### config.mk
export PLATFORM = sky130hd
export DESIGN_NAME = padmux_top
export DESIGN_NICKNAME = d
export VERILOG_FILES = /design/src/rtl/padmux_pkg.sv /design/src/rtl/padmux_cfg_regs.sv /design/src/rtl/padmux_pad_lane.sv /design/src/rtl/padmux_in_prio.sv /design/src/rtl/padmux_top.sv
export SDC_FILE = /design/constraint.sdc
export NUM_CORES = 1
export LEC_CHECK = 0
export BUFFER_PORTS_ARGS = -buffer_cell sky130_fd_sc_hd__buf_4
export CAP_MARGIN = 20
export CORE_ASPECT_RATIO = 0.9
export CORE_UTILIZATION = 34
export CTS_CLUSTER_SIZE = 24
export DETAILED_ROUTE_END_ITERATION = 10
export PLACE_DENSITY = 0.66
export SYNTH_ARGS = -nofsm -noshare
export SYNTH_HDL_FRONTEND = slang
export SYNTH_SLANG_ARGS = --single-unit
### constraint.sdc
create_clock -name clk -period 4.1 [get_ports clk]
set_input_delay 0.615 -clock clk [delete_from_list [all_inputs] [get_ports clk]]
set_output_delay 0.615 -clock clk [all_outputs]
set_load 0.01 [all_outputs]
### src/rtl/padmux_pkg.sv
package padmux_pkg;

   // Kind of a peripheral function, decides who owns the pad direction
   typedef enum logic [1:0] {
      FK_OUT = 2'd0,
      FK_IN  = 2'd1,
      FK_BUS = 2'd2
   } fkind_e;

endpackage

### src/rtl/padmux_cfg_regs.sv
module padmux_cfg_regs #(
   parameter  int NUM_PADS = 4,
   parameter  int SEL_W    = 3,
   parameter  int ATTR_W   = 3,
   parameter  int ADDR_W   = 3,
   localparam int CFG_W    = SEL_W + ATTR_W
) (
   input  logic                                clk,
   input  logic                                rst_n,
   input  logic                                wr_en,
   input  logic [ADDR_W-1:0]                   addr,
   input  logic [CFG_W-1:0]                    wr_data,
   output logic [CFG_W-1:0]                    rd_data,
   output logic [NUM_PADS-1:0][SEL_W-1:0]      sel_q,
   output logic [NUM_PADS-1:0][ATTR_W-1:0]     attr_q
);

   always_ff @(posedge clk or negedge rst_n) begin
      if (!rst_n) begin
         sel_q  <= '0;
         attr_q <= '0;
      end else if (wr_en) begin
         for (int p = 0; p < NUM_PADS; p++) begin
            if (addr == ADDR_W'(p)) begin
               sel_q[p]  <= wr_data[SEL_W-1:0];
               attr_q[p] <= wr_data[CFG_W-1:SEL_W];
            end
         end
      end
   end

   // Out-of-range addresses fall through and read as zero
   always_comb begin
      rd_data = '0;
      for (int p = 0; p < NUM_PADS; p++) begin
         if (addr == ADDR_W'(p)) rd_data = {attr_q[p], sel_q[p]};
      end
   end

   // an in-range write is visible through readback one cycle later
   p_write_lands_r2: assert property (@(posedge clk) disable iff (!rst_n)
      (wr_en && (int'(addr) < NUM_PADS)) |=>
         ((addr != $past(addr)) || (rd_data == $past(wr_data))));

endmodule

### src/rtl/padmux_pad_lane.sv
module padmux_pad_lane #(
   parameter int                            NUM_FUNCS  = 5,
   parameter int                            SEL_W      = 3,
   parameter int                            ATTR_W     = 3,
   parameter logic [2*NUM_FUNCS-1:0]        FUNC_KINDS = '0,
   parameter logic [ATTR_W*NUM_FUNCS-1:0]   BUS_ATTR   = '0
) (
   input  logic                  clk,
   input  logic                  rst_n,
   input  logic [SEL_W-1:0]      sel,
   input  logic [ATTR_W-1:0]     attr_reg,
   input  logic [NUM_FUNCS-1:0]  fn_out,
   input  logic [NUM_FUNCS-1:0]  fn_oe,
   output logic                  pad_out,
   output logic                  pad_oe,
   output logic [ATTR_W-1:0]     pad_attr,
   output logic [NUM_FUNCS-1:0]  fn_match
);
   import padmux_pkg::*;

   fkind_e              kind_tab [NUM_FUNCS];
   logic [ATTR_W-1:0]   attr_tab [NUM_FUNCS];

   for (genvar f = 0; f < NUM_FUNCS; f++) begin : g_fn
      assign fn_match[f] = (sel == SEL_W'(f + 1));
      assign kind_tab[f] = fkind_e'(FUNC_KINDS[2*f +: 2]);
      assign attr_tab[f] = BUS_ATTR[ATTR_W*f +: ATTR_W];

      // a selected function's output value is replicated on the pad
      p_out_replicate_r4: assert property (@(posedge clk) disable iff (!rst_n)
         fn_match[f] |-> (pad_out == fn_out[f]));
      // direction per function kind
      p_oe_out_kind_r5: assert property (@(posedge clk) disable iff (!rst_n)
         (fn_match[f] && kind_tab[f] == FK_OUT) |-> pad_oe);
      p_oe_in_kind_r5: assert property (@(posedge clk) disable iff (!rst_n)
         (fn_match[f] && kind_tab[f] == FK_IN) |-> !pad_oe);
      p_oe_bus_kind_r5: assert property (@(posedge clk) disable iff (!rst_n)
         (fn_match[f] && kind_tab[f] == FK_BUS) |-> (pad_oe == fn_oe[f]));
      // bus functions impose their attribute code
      p_bus_attr_r8: assert property (@(posedge clk) disable iff (!rst_n)
         (fn_match[f] && kind_tab[f] == FK_BUS) |-> (pad_attr == attr_tab[f]));
   end

   always_comb begin
      pad_out  = 1'b0;
      pad_oe   = 1'b0;
      pad_attr = attr_reg;
      for (int f = 0; f < NUM_FUNCS; f++) begin
         if (fn_match[f]) begin
            pad_out = fn_out[f];
            unique case (kind_tab[f])
               FK_OUT:  pad_oe = 1'b1;
               FK_IN:   pad_oe = 1'b0;
               FK_BUS: begin
                  pad_oe   = fn_oe[f];
                  pad_attr = attr_tab[f];
               end
               default: pad_oe = 1'b0;
            endcase
         end
      end
   end

   // a pad with no valid selection stays undriven
   p_unused_quiet_r3: assert property (@(posedge clk) disable iff (!rst_n)
      !(|fn_match) |-> (!pad_oe && !pad_out && pad_attr == attr_reg));

endmodule

### src/rtl/padmux_in_prio.sv
module padmux_in_prio #(
   parameter int NUM_PADS = 4
) (
   input  logic                 clk,
   input  logic                 rst_n,
   input  logic [NUM_PADS-1:0]  pad_sel,
   input  logic [NUM_PADS-1:0]  pad_in,
   output logic                 fn_in
);

   logic [NUM_PADS-1:0] grant;
   logic                found;

   // Lowest-numbered claiming pad wins; the others are masked off
   always_comb begin
      grant = '0;
      found = 1'b0;
      for (int p = 0; p < NUM_PADS; p++) begin
         if (pad_sel[p] && !found) begin
            grant[p] = 1'b1;
            found    = 1'b1;
         end
      end
      fn_in = found ? |(grant & pad_in) : 1'b1;
   end

   // never more than one pad feeds the function input
   p_single_grant_r6: assert property (@(posedge clk) disable iff (!rst_n)
      $onehot0(grant));
   // unclaimed function input idles high
   p_idle_level_r7: assert property (@(posedge clk) disable iff (!rst_n)
      (pad_sel == '0) |-> fn_in);

   for (genvar p = 1; p < NUM_PADS; p++) begin : g_low
      // a granted pad has no lower-numbered competitor
      p_grant_lowest_r6: assert property (@(posedge clk) disable iff (!rst_n)
         grant[p] |-> (pad_sel[p-1:0] == '0));
   end

endmodule

### src/rtl/padmux_top.sv
module padmux_top #(
   parameter  int                            NUM_PADS   = 4,
   parameter  int                            NUM_FUNCS  = 5,
   parameter  int                            ATTR_W     = 3,
   parameter  logic [2*NUM_FUNCS-1:0]        FUNC_KINDS = 10'b10_00_10_01_00,
   parameter  logic [ATTR_W*NUM_FUNCS-1:0]   BUS_ATTR   = 15'b101_000_110_000_000,
   localparam int                            SEL_W      = $clog2(NUM_FUNCS + 1),
   localparam int                            ADDR_W     = $clog2(NUM_PADS + 1),
   localparam int                            CFG_W      = SEL_W + ATTR_W
) (
   input  logic                          clk,
   input  logic                          rst_n,
   input  logic                          cfg_we,
   input  logic [ADDR_W-1:0]             cfg_addr,
   input  logic [CFG_W-1:0]              cfg_wdata,
   output logic [CFG_W-1:0]              cfg_rdata,
   input  logic [NUM_PADS-1:0]           pad_in,
   output logic [NUM_PADS-1:0]           pad_out,
   output logic [NUM_PADS-1:0]           pad_oe,
   output logic [NUM_PADS*ATTR_W-1:0]    pad_attr,
   input  logic [NUM_FUNCS-1:0]          fn_out,
   input  logic [NUM_FUNCS-1:0]          fn_oe,
   output logic [NUM_FUNCS-1:0]          fn_in
);

   // Elaboration-time parameter checks
   if (NUM_PADS < 1) begin : g_bad_pads
      $error("padmux_top: NUM_PADS must be at least 1");
   end
   if (NUM_FUNCS < 1) begin : g_bad_funcs
      $error("padmux_top: NUM_FUNCS must be at least 1");
   end
   if (ATTR_W < 1) begin : g_bad_attr
      $error("padmux_top: ATTR_W must be at least 1");
   end
   for (genvar f = 0; f < NUM_FUNCS; f++) begin : g_kind_chk
      if (FUNC_KINDS[2*f +: 2] == 2'b11) begin : g_bad_kind
         $error("padmux_top: reserved function kind code");
      end
   end

   logic [NUM_PADS-1:0][SEL_W-1:0]  sel_q;
   logic [NUM_PADS-1:0][ATTR_W-1:0] attr_q;
   logic [NUM_FUNCS-1:0]            match_row [NUM_PADS];
   logic [NUM_PADS-1:0]             match_col [NUM_FUNCS];

   padmux_cfg_regs #(
      .NUM_PADS (NUM_PADS),
      .SEL_W    (SEL_W),
      .ATTR_W   (ATTR_W),
      .ADDR_W   (ADDR_W)
   ) i_regs (
      .clk     (clk),
      .rst_n   (rst_n),
      .wr_en   (cfg_we),
      .addr    (cfg_addr),
      .wr_data (cfg_wdata),
      .rd_data (cfg_rdata),
      .sel_q   (sel_q),
      .attr_q  (attr_q)
   );

   for (genvar p = 0; p < NUM_PADS; p++) begin : g_pad
      padmux_pad_lane #(
         .NUM_FUNCS  (NUM_FUNCS),
         .SEL_W      (SEL_W),
         .ATTR_W     (ATTR_W),
         .FUNC_KINDS (FUNC_KINDS),
         .BUS_ATTR   (BUS_ATTR)
      ) i_lane (
         .clk      (clk),
         .rst_n    (rst_n),
         .sel      (sel_q[p]),
         .attr_reg (attr_q[p]),
         .fn_out   (fn_out),
         .fn_oe    (fn_oe),
         .pad_out  (pad_out[p]),
         .pad_oe   (pad_oe[p]),
         .pad_attr (pad_attr[p*ATTR_W +: ATTR_W]),
         .fn_match (match_row[p])
      );
   end

   for (genvar f = 0; f < NUM_FUNCS; f++) begin : g_fn
      for (genvar p = 0; p < NUM_PADS; p++) begin : g_tr
         assign match_col[f][p] = match_row[p][f];
      end

      padmux_in_prio #(
         .NUM_PADS (NUM_PADS)
      ) i_prio (
         .clk     (clk),
         .rst_n   (rst_n),
         .pad_sel (match_col[f]),
         .pad_in  (pad_in),
         .fn_in   (fn_in[f])
      );
   end

endmodule

==> results of run 1 <==
==> power groups by stage <==
stage / combinational (mW) / sequential, mW / clock [mW]
after floorplan: 0.446 / 0.323 / 0
after CTS: 0.523 / 0.423 / 0.138
after detailed placement: 0.519 / 0.428 / 0
after global placement: 0.514 / 0.424 / 0
final: 0.517 / 0.423 / 0.134
after global routing: 0.568 / 0.441 / 0.151
==> metal layers <==
layer	share of wire [%]	global-route usage [%]
met5	0	0
met2	46	29.0
met3	5.4	3.68
met1	47	25.1
met4	1.4	3.39
==> layout make-up <==
type	count	area, um^2
Sequential cell	24	601
Tap cell	70	87.6
Timing Repair Buffer	53	398
Fill cell	566	3400
Inverter	8	30.0
Multi-Input combinational cell	151	1270
Clock buffer	3	41.3
==> placed cells by master (no fill, tap or decap), types with 2 or more instances in the layout <==
| cell type | instances |
|---|---|
| a211oi_1 | 2 |
| a21o_1 | 6 |
| a21oi_1 | 13 |
| and2b_1 | 5 |
| and3b_1 | 4 |
| and4bb_2 | 2 |
| buf_4 | 53 |
| clkbuf_8 | 3 |
| dfrtp_1 | 24 |
| inv_1 | 8 |
| mux2_2 | 18 |
| mux2_4 | 4 |
| mux2i_1 | 10 |
| mux4_1 | 5 |
| nand2_1 | 15 |
| nand2b_1 | 5 |
| nand3b_1 | 4 |
| nor2_1 | 8 |
| nor2b_1 | 2 |
| nor3b_1 | 6 |
| nor4b_1 | 2 |
| o21ai_0 | 9 |
| o22ai_1 | 6 |
| o311ai_0 | 2 |
| or4b_1 | 3 |
| xor2_1 | 3 |
==> kinds of logic after synthesis <==
group	synth area share, %
buf+inv	10.9
simple gates	20.0
xor+xnor	1.25
mux	24.6
flops	28.6
compound gates	14.7
==> cell usage after synthesis (3+ instances only) <==
library cell,number
nor3b_1,6
dfrtp_1,24
and3b_1,4
mux2_4,4
clkbuf_1,4
mux4_1,5
inv_1,8
buf_2,10
a21o_1,6
o21ai_0,9
or4b_1,3
nand2b_1,5
nand3b_1,4
mux2i_1,10
nor2_1,8
a21oi_1,13
o22ai_1,6
buf_4,14
nand2_1,15
and2b_1,5
mux2_2,18
xor2_1,3
==> flip-flops by register name, summed over array words and instances, names as in the netlist <==
signal,cells
i_regs.sel_q,12
i_regs.attr_q,12
==> worst register-to-register path, stage by stage (launching register included) <==
cell and delay (ns):
dfrtp_1 0.70, inv_1 0.17, o21ai_0 0.18
==> path summary, 6_finish.rpt <==
path | startpoint | end | slack, ns | cells after the start
setup / recovery | i_regs.sel_q[6]$_DFFE_PN0P_ | fn_in[4] | 1.40 | 4
hold / removal | rst_n | i_regs.attr_q[2]$_DFFE_PN0P_ | 0.23 | 1
setup reg to reg | i_regs.sel_q[1]$_DFFE_PN0P_ | i_regs.sel_q[1]$_DFFE_PN0P_ | 2.98 | 2
hold reg to reg | i_regs.attr_q[3]$_DFFE_PN0P_ | i_regs.attr_q[3]$_DFFE_PN0P_ | 0.54 | 1
max in group asynchronous | rst_n | i_regs.sel_q[5]$_DFFE_PN0P_ | 3.63 | 1
min in group clk | i_regs.attr_q[3]$_DFFE_PN0P_ | i_regs.attr_q[3]$_DFFE_PN0P_ | 0.54 | 1
==> results.md, run 1 <==
- Outcome: finished with violations
- Failing checks: design-rule violations
- Pin count of the biggest net entering global routing: 25
- Standard-cell rows: 26
- Average vias per placed instance: 5.60
- Die H: 76.5 um
- Sink Count: 24
- GRT Residual Overflow: 0
- Final wirelength: 5500 um
- # hold bufs at CTS: 0
- WHS: 0.234 ns
- Post-synth top area share: 28.6%
- Final non-filler cell total: 309
- CP Buf/Inv Count: 1
- CTS tree: yes
- Vias after detailed routing: 1729
- Seq/Total Area, Yosys: 28.6%
- Final period util: 66.0%
- Primary FF master, synth: dfrtp_1
- Syn. warnings: 0
- Post-DP HPWL: 3890 um
- Final Hold Viols: 0
- Setup CP Type: flop to primary output
- Ant diodes: 0
- Post-synth top area cell: dfrtp_1
- Worst hold-check path type: input port to asynchronous set/reset pin
- Setup Viol. Count Final: 0
- Die Width: 84.8 um
- Min cycle time layout: 2.70 ns
- Synth Register Bits: 24
- CP Cell Sequence: nor2b_1 -> a2111oi_0 -> o31ai_1 -> buf_4
- Die ar.: 6490 um^2
- VDD IR-drop max: 264 uV
- Placed cell areas: 2390 um^2
- Placed insts: 306
- Post-Syn Instances: 214
- DR iter-0 viols: 148
- Area grow syn2layout: 15.7%
- Critical Path Source Type: flop
- Average cell area after synthesis: 9.80 um^2
- P_int: 0.656 mW
- Pwr Total: 1.07 mW
- Clk pwr share: 12.5%
- Worst path max stage delay: 0.69 ns
- DRC: 4
- Psw: 0.419 mW
- Dpl ws: 1.70 ns
- Synthesized cell area: 2100 um^2
- Initial antenna violation count: 0
- Count of input and output buffers: 53
- Critical Path End Type: primary output
- Core area: 5820 um^2
- Antenna Nets Post-Route: 0
- Worst Path Max Fanout: 16
- Setup TNS: 0 ns
- RD Place Congestion: 0.775
- EDFF count, synth: 0
- Clock slew at reported path FFs: 0.08 ns
- Number of CTS-inserted buffers: 3
- Syn Nets: 240
- Post-CTS sizing: 0
- Fin util: 41.7%
- Global-route wire length before repair: 9160 um
- CP max-delay cell: dfrtp_1
- Nets: 267
- DR WL/cell: 17.8 um
- Slew headroom: 58.9%
- Worst Tran Pin Value: 0.615 ns
- Clk Latency, worst-skew pair: 0.26 ns
- Top cells by area, synth: dfrtp_1, mux2_2, mux4_1, buf_4, mux2i_1
- Fin. max-slew vios: 0
- Sequential cell fraction of total power: 39.4%
- H-Tree Depth: 1
- WP data arrival: 2.09 ns
- P_leak: 1.10 nW
- Layout cells sized above 1: 34.7%
- Design Area, Final: 2430 um^2
- Power density cells: 443 nW/um^2
- Clk_skew: 0 ns
- Async SR Flop Fraction: 100%
- Starting Density: 36.0%
- CP delay by family, top: flip-flops
- Switching Share: 38.9%
- Io pins: 57
- Fmax: 0.370 GHz
- Max Cap Viol: 0
- Total track usage: 18.0%
- First-pass iteration count of the detailed router: 7
- Max clock buf depth: 2
- Setup Fix Bufs, Post-CTS: 0
- WP data required: 3.48 ns
- Number of global-route vias before repair: 1716
- Final worst slack: 1.40 ns
- Gate power share: 48.1%
- Root Buffer: clkbuf_8
- RSZ-0062 raised after global routing: false
- Netlist cell types: 46
Note: power is estimated with default switching activity, not from simulation.
==> inputs of run 2 (changes only) <==
- ABC_AREA: unset -> 1
- PLACE_DENSITY: 0.66 -> 0.69
- clock period: 4.1 -> 2.15 ns (I/O delays scaled with it)
==> run 2 against run 1 <==
  * The flow now finishes without violations
  * Clock power increased to 3.0 times the previous value
  * Routed wire length decreased by 2.2%
  * Global-route usage increased by 1.5 points
  * Core utilization increased by 2.2 points
  * Register-to-register slack got worse by 1.7 ns
  * Count of clock-buffer cells in the layout unchanged
  * Sequential cell count unchanged
  * Final cell count increased by 27%
  * Worst hold slack improved by 0.12 ns
  * Worst setup slack got worse by 1.2 ns
  * Sequential power increased by 50%
  * Critical path type unchanged
==> results.md, run 2 <==
- Number of global-route vias before repair: 1843
- Final wirelength: 5380 um
- Antenna Nets Post-Route: 0
- Synthesized cell area: 1900 um^2
- Post-DP HPWL: 4380 um
- Clk_skew: 0 ns
- Max Cap Viol: 0
- Die H: 72.9 um
- Nets: 352
- Commonest non-fill, non-tap cells in the layout: nand2_1, buf_4, inv_1, nand3_1, dfrtp_1
- Ant diodes: 0
- Regs by FF count: i_regs.attr_q x12, i_regs.sel_q x12
- Worst hold stages: 3
- Dpl ws: 0.531 ns
- Count leader, synth: nand2_1
- H-Tree Depth: 1
- Setup Viol. Count Final: 0
- Post-Syn Instances: 285
- Seq/Total Area, Yosys: 31.6%
- Max clock buf depth: 2
- WP data required: 1.83 ns
- First-pass iteration count of the detailed router: 4
- Clock slew at reported path FFs: 0.09 ns
- Placed cell areas: 2250 um^2
- Setup TNS: 0 ns
- Worst Path Max Fanout: 4
- CP Buf/Inv Count: 3
- CP Cell Sequence: inv_1 -> nand2_1 -> nor2_1 -> inv_1 -> nor2_1 -> a31oi_1 -> buf_4
- Fin. max-slew vios: 0
- Syn. warnings: 0
- Worst path depth: 7
- Vias after detailed routing: 1954
- Power density cells: 824 nW/um^2
- Pin count of the biggest net entering global routing: 25
- Pwr Total: 1.92 mW
- Area grow syn2layout: 22.8%
- Final period util: 90.9%
- Min cycle time layout: 1.96 ns
- Die ar.: 5890 um^2
- DR WL/cell: 13.7 um
- CTS tree: yes
- Worst path max stage delay: 0.43 ns
- Top cells by area, synth: dfrtp_1, nand2_1, inv_1, nand3_1, buf_4
- Die Width: 80.8 um
- DRC: 0
- Io pins: 57
- Netlist cell types: 25
- Design Area, Final: 2330 um^2
- Syn Nets: 311
- Async SR Flop Fraction: 100%
- Synth Register Bits: 24
- Outcome: complete, no violations
- Fmax: 0.511 GHz
- Post-synth top area cell: dfrtp_1
- VDD IR-drop max: 343 uV
- Final worst slack: 0.195 ns
- GRT Residual Overflow: 0
- Critical Path Source Type: flop
- Final Hold Viols: 0
- Worst hold-check path type: input port to flop
- RSZ-0062 raised after global routing: false
- Layout cells sized above 1: 24.3%
- Sink Count: 24
- RD Place Congestion: 0.896
- Root Buffer: clkbuf_8
- Starting Density: 35.7%
- Primary FF master, synth: dfrtp_1
- Commonest non-fill, non-tap cell in the layout: nand2_1
- Global-route wire length before repair: 8740 um
- Slew headroom: 63.6%
- Number of CTS-inserted buffers: 3
- EDFF count, synth: 0
- Setup CP Type: flop to primary output
- Critical Path End Type: primary output
- Worst Tran Pin Value: 0.545 ns
- Worst hold path startpoint: cfg_wdata[5]
- CP max-delay cell: dfrtp_1
- Initial antenna violation count: 0
- Number of cells on the worst reg-to-reg path: 2
- Clk Latency, worst-skew pair: 0.26 ns
- Average vias per placed instance: 4.98
- Core area: 5320 um^2
- Average cell area after synthesis: 6.66 um^2
- Standard-cell rows: 25
- Total track usage: 19.5%
- WP data arrival: 1.63 ns
- Count of input and output buffers: 53
- P_leak: 1.22 nW
- Post-synth top area share: 31.6%
- Worst r2r src: i_regs.sel_q[5]$_DFFE_PN0P_
- CP delay by family, top: simple AND/OR/NAND/NOR gates
- Post-synth top cells: nand2_1, inv_1, nand3_1
- Crit. Startpoint: i_regs.sel_q[10]$_DFFE_PN0P_
- DR iter-0 viols: 120
-- run 2: cell types whose count changed after synthesis, moves of 9 or more --
cell | previous run | this run
o21ai_1 | 0 | 9
nor2_1 | 8 | 22
mux2i_1 | 10 | 0
nand2_1 | 15 | 65
mux2_2 | 18 | 0
inv_1 | 8 | 44
nand3_1 | 0 | 25
-- run 2: stage by stage --
| stage | cells | util, % | hold slack (ns) |
|---|---|---|---|
| 6_report | 392 | 43.8 | 0.358 |
| 3_3_place_gp | 387 | 42.3 | 0.239 |
| 5_1_grt | 392 | 43.8 | 0.365 |
| 2_1_floorplan | 285 | - | 0.0269 |
| 3_5_place_dp | 387 | 42.3 | 0.238 |
| 4_1_cts | 392 | 43.8 | 0.360 |
-- run 2: worst reg2reg max path: cells and delay by family, from the launching register on --
family | cells | cell delay (ns)
compound gates | 1 | 0.08
flops | 1 | 0.52
simple gates | 1 | 0.12
-- run 2: timing repair --
item / in CTS / in global routing
endpoints found under the hold margin: 24 / 0
hold buffers: 1 / 0
resized for setup: 0 / 0
setup buffers: 0 / 0
-- run 2: cell families (layout without fill, tap and decap cells) --
kind of cell / count (synthesis) / in the layout / share of synthesized area (%)
AO/OA/AOI/OAI: 61 / 61 / 18.8
buffers and inverters: 67 / 107 / 16.5
flip-flops: 24 / 24 / 31.6
AND/OR/NAND/NOR: 133 / 133 / 33.0
-- run 2: power by group --
group	total, mW	internal (mW)	switching (mW)
Sequential	0.634	0.535	0.0988
Combinational	0.891	0.392	0.498
Clock	0.396	0.249	0.147
-- run 2: path summary, 6_finish.rpt --
check / slack, ns / to
max in group asynchronous: 1.44 / i_regs.attr_q[9]$_DFFE_PN0P_
worst max-delay path: 0.19 / pad_oe[3]
worst min register to register: 0.49 / i_regs.attr_q[5]$_DFFE_PN0P_
worst max register to register: 1.32 / i_regs.sel_q[5]$_DFFE_PN0P_
min in group asynchronous: 0.47 / i_regs.attr_q[2]$_DFFE_PN0P_
worst min-delay path: 0.36 / i_regs.attr_q[8]$_DFFE_PN0P_
-- run 2: per-layer routing --
| layer | wire length (um) | GRT usage [%] | vias to the layer above |
|---|---|---|---|
| met1 | 2570 | 27.6 | 865 |
| met2 | 2350 | 31.3 | 77 |
| met4 | 121 | 6.75 | 0 |
| met3 | 334 | 1.50 | 12 |
| met5 | 0 | 0 | - |
| li1 | - | - | 1000 |
-- run 2: final cells by class --
cell class / instances / area [um^2]
repair buffers: 54 / 408
clock inverters: 1 / 30.0
well taps: 67 / 83.8
fillers: 586 / 2990
flip-flops and latches: 24 / 601
inverters: 49 / 184
multi-input cells: 194 / 983
clock buffers: 3 / 41.3
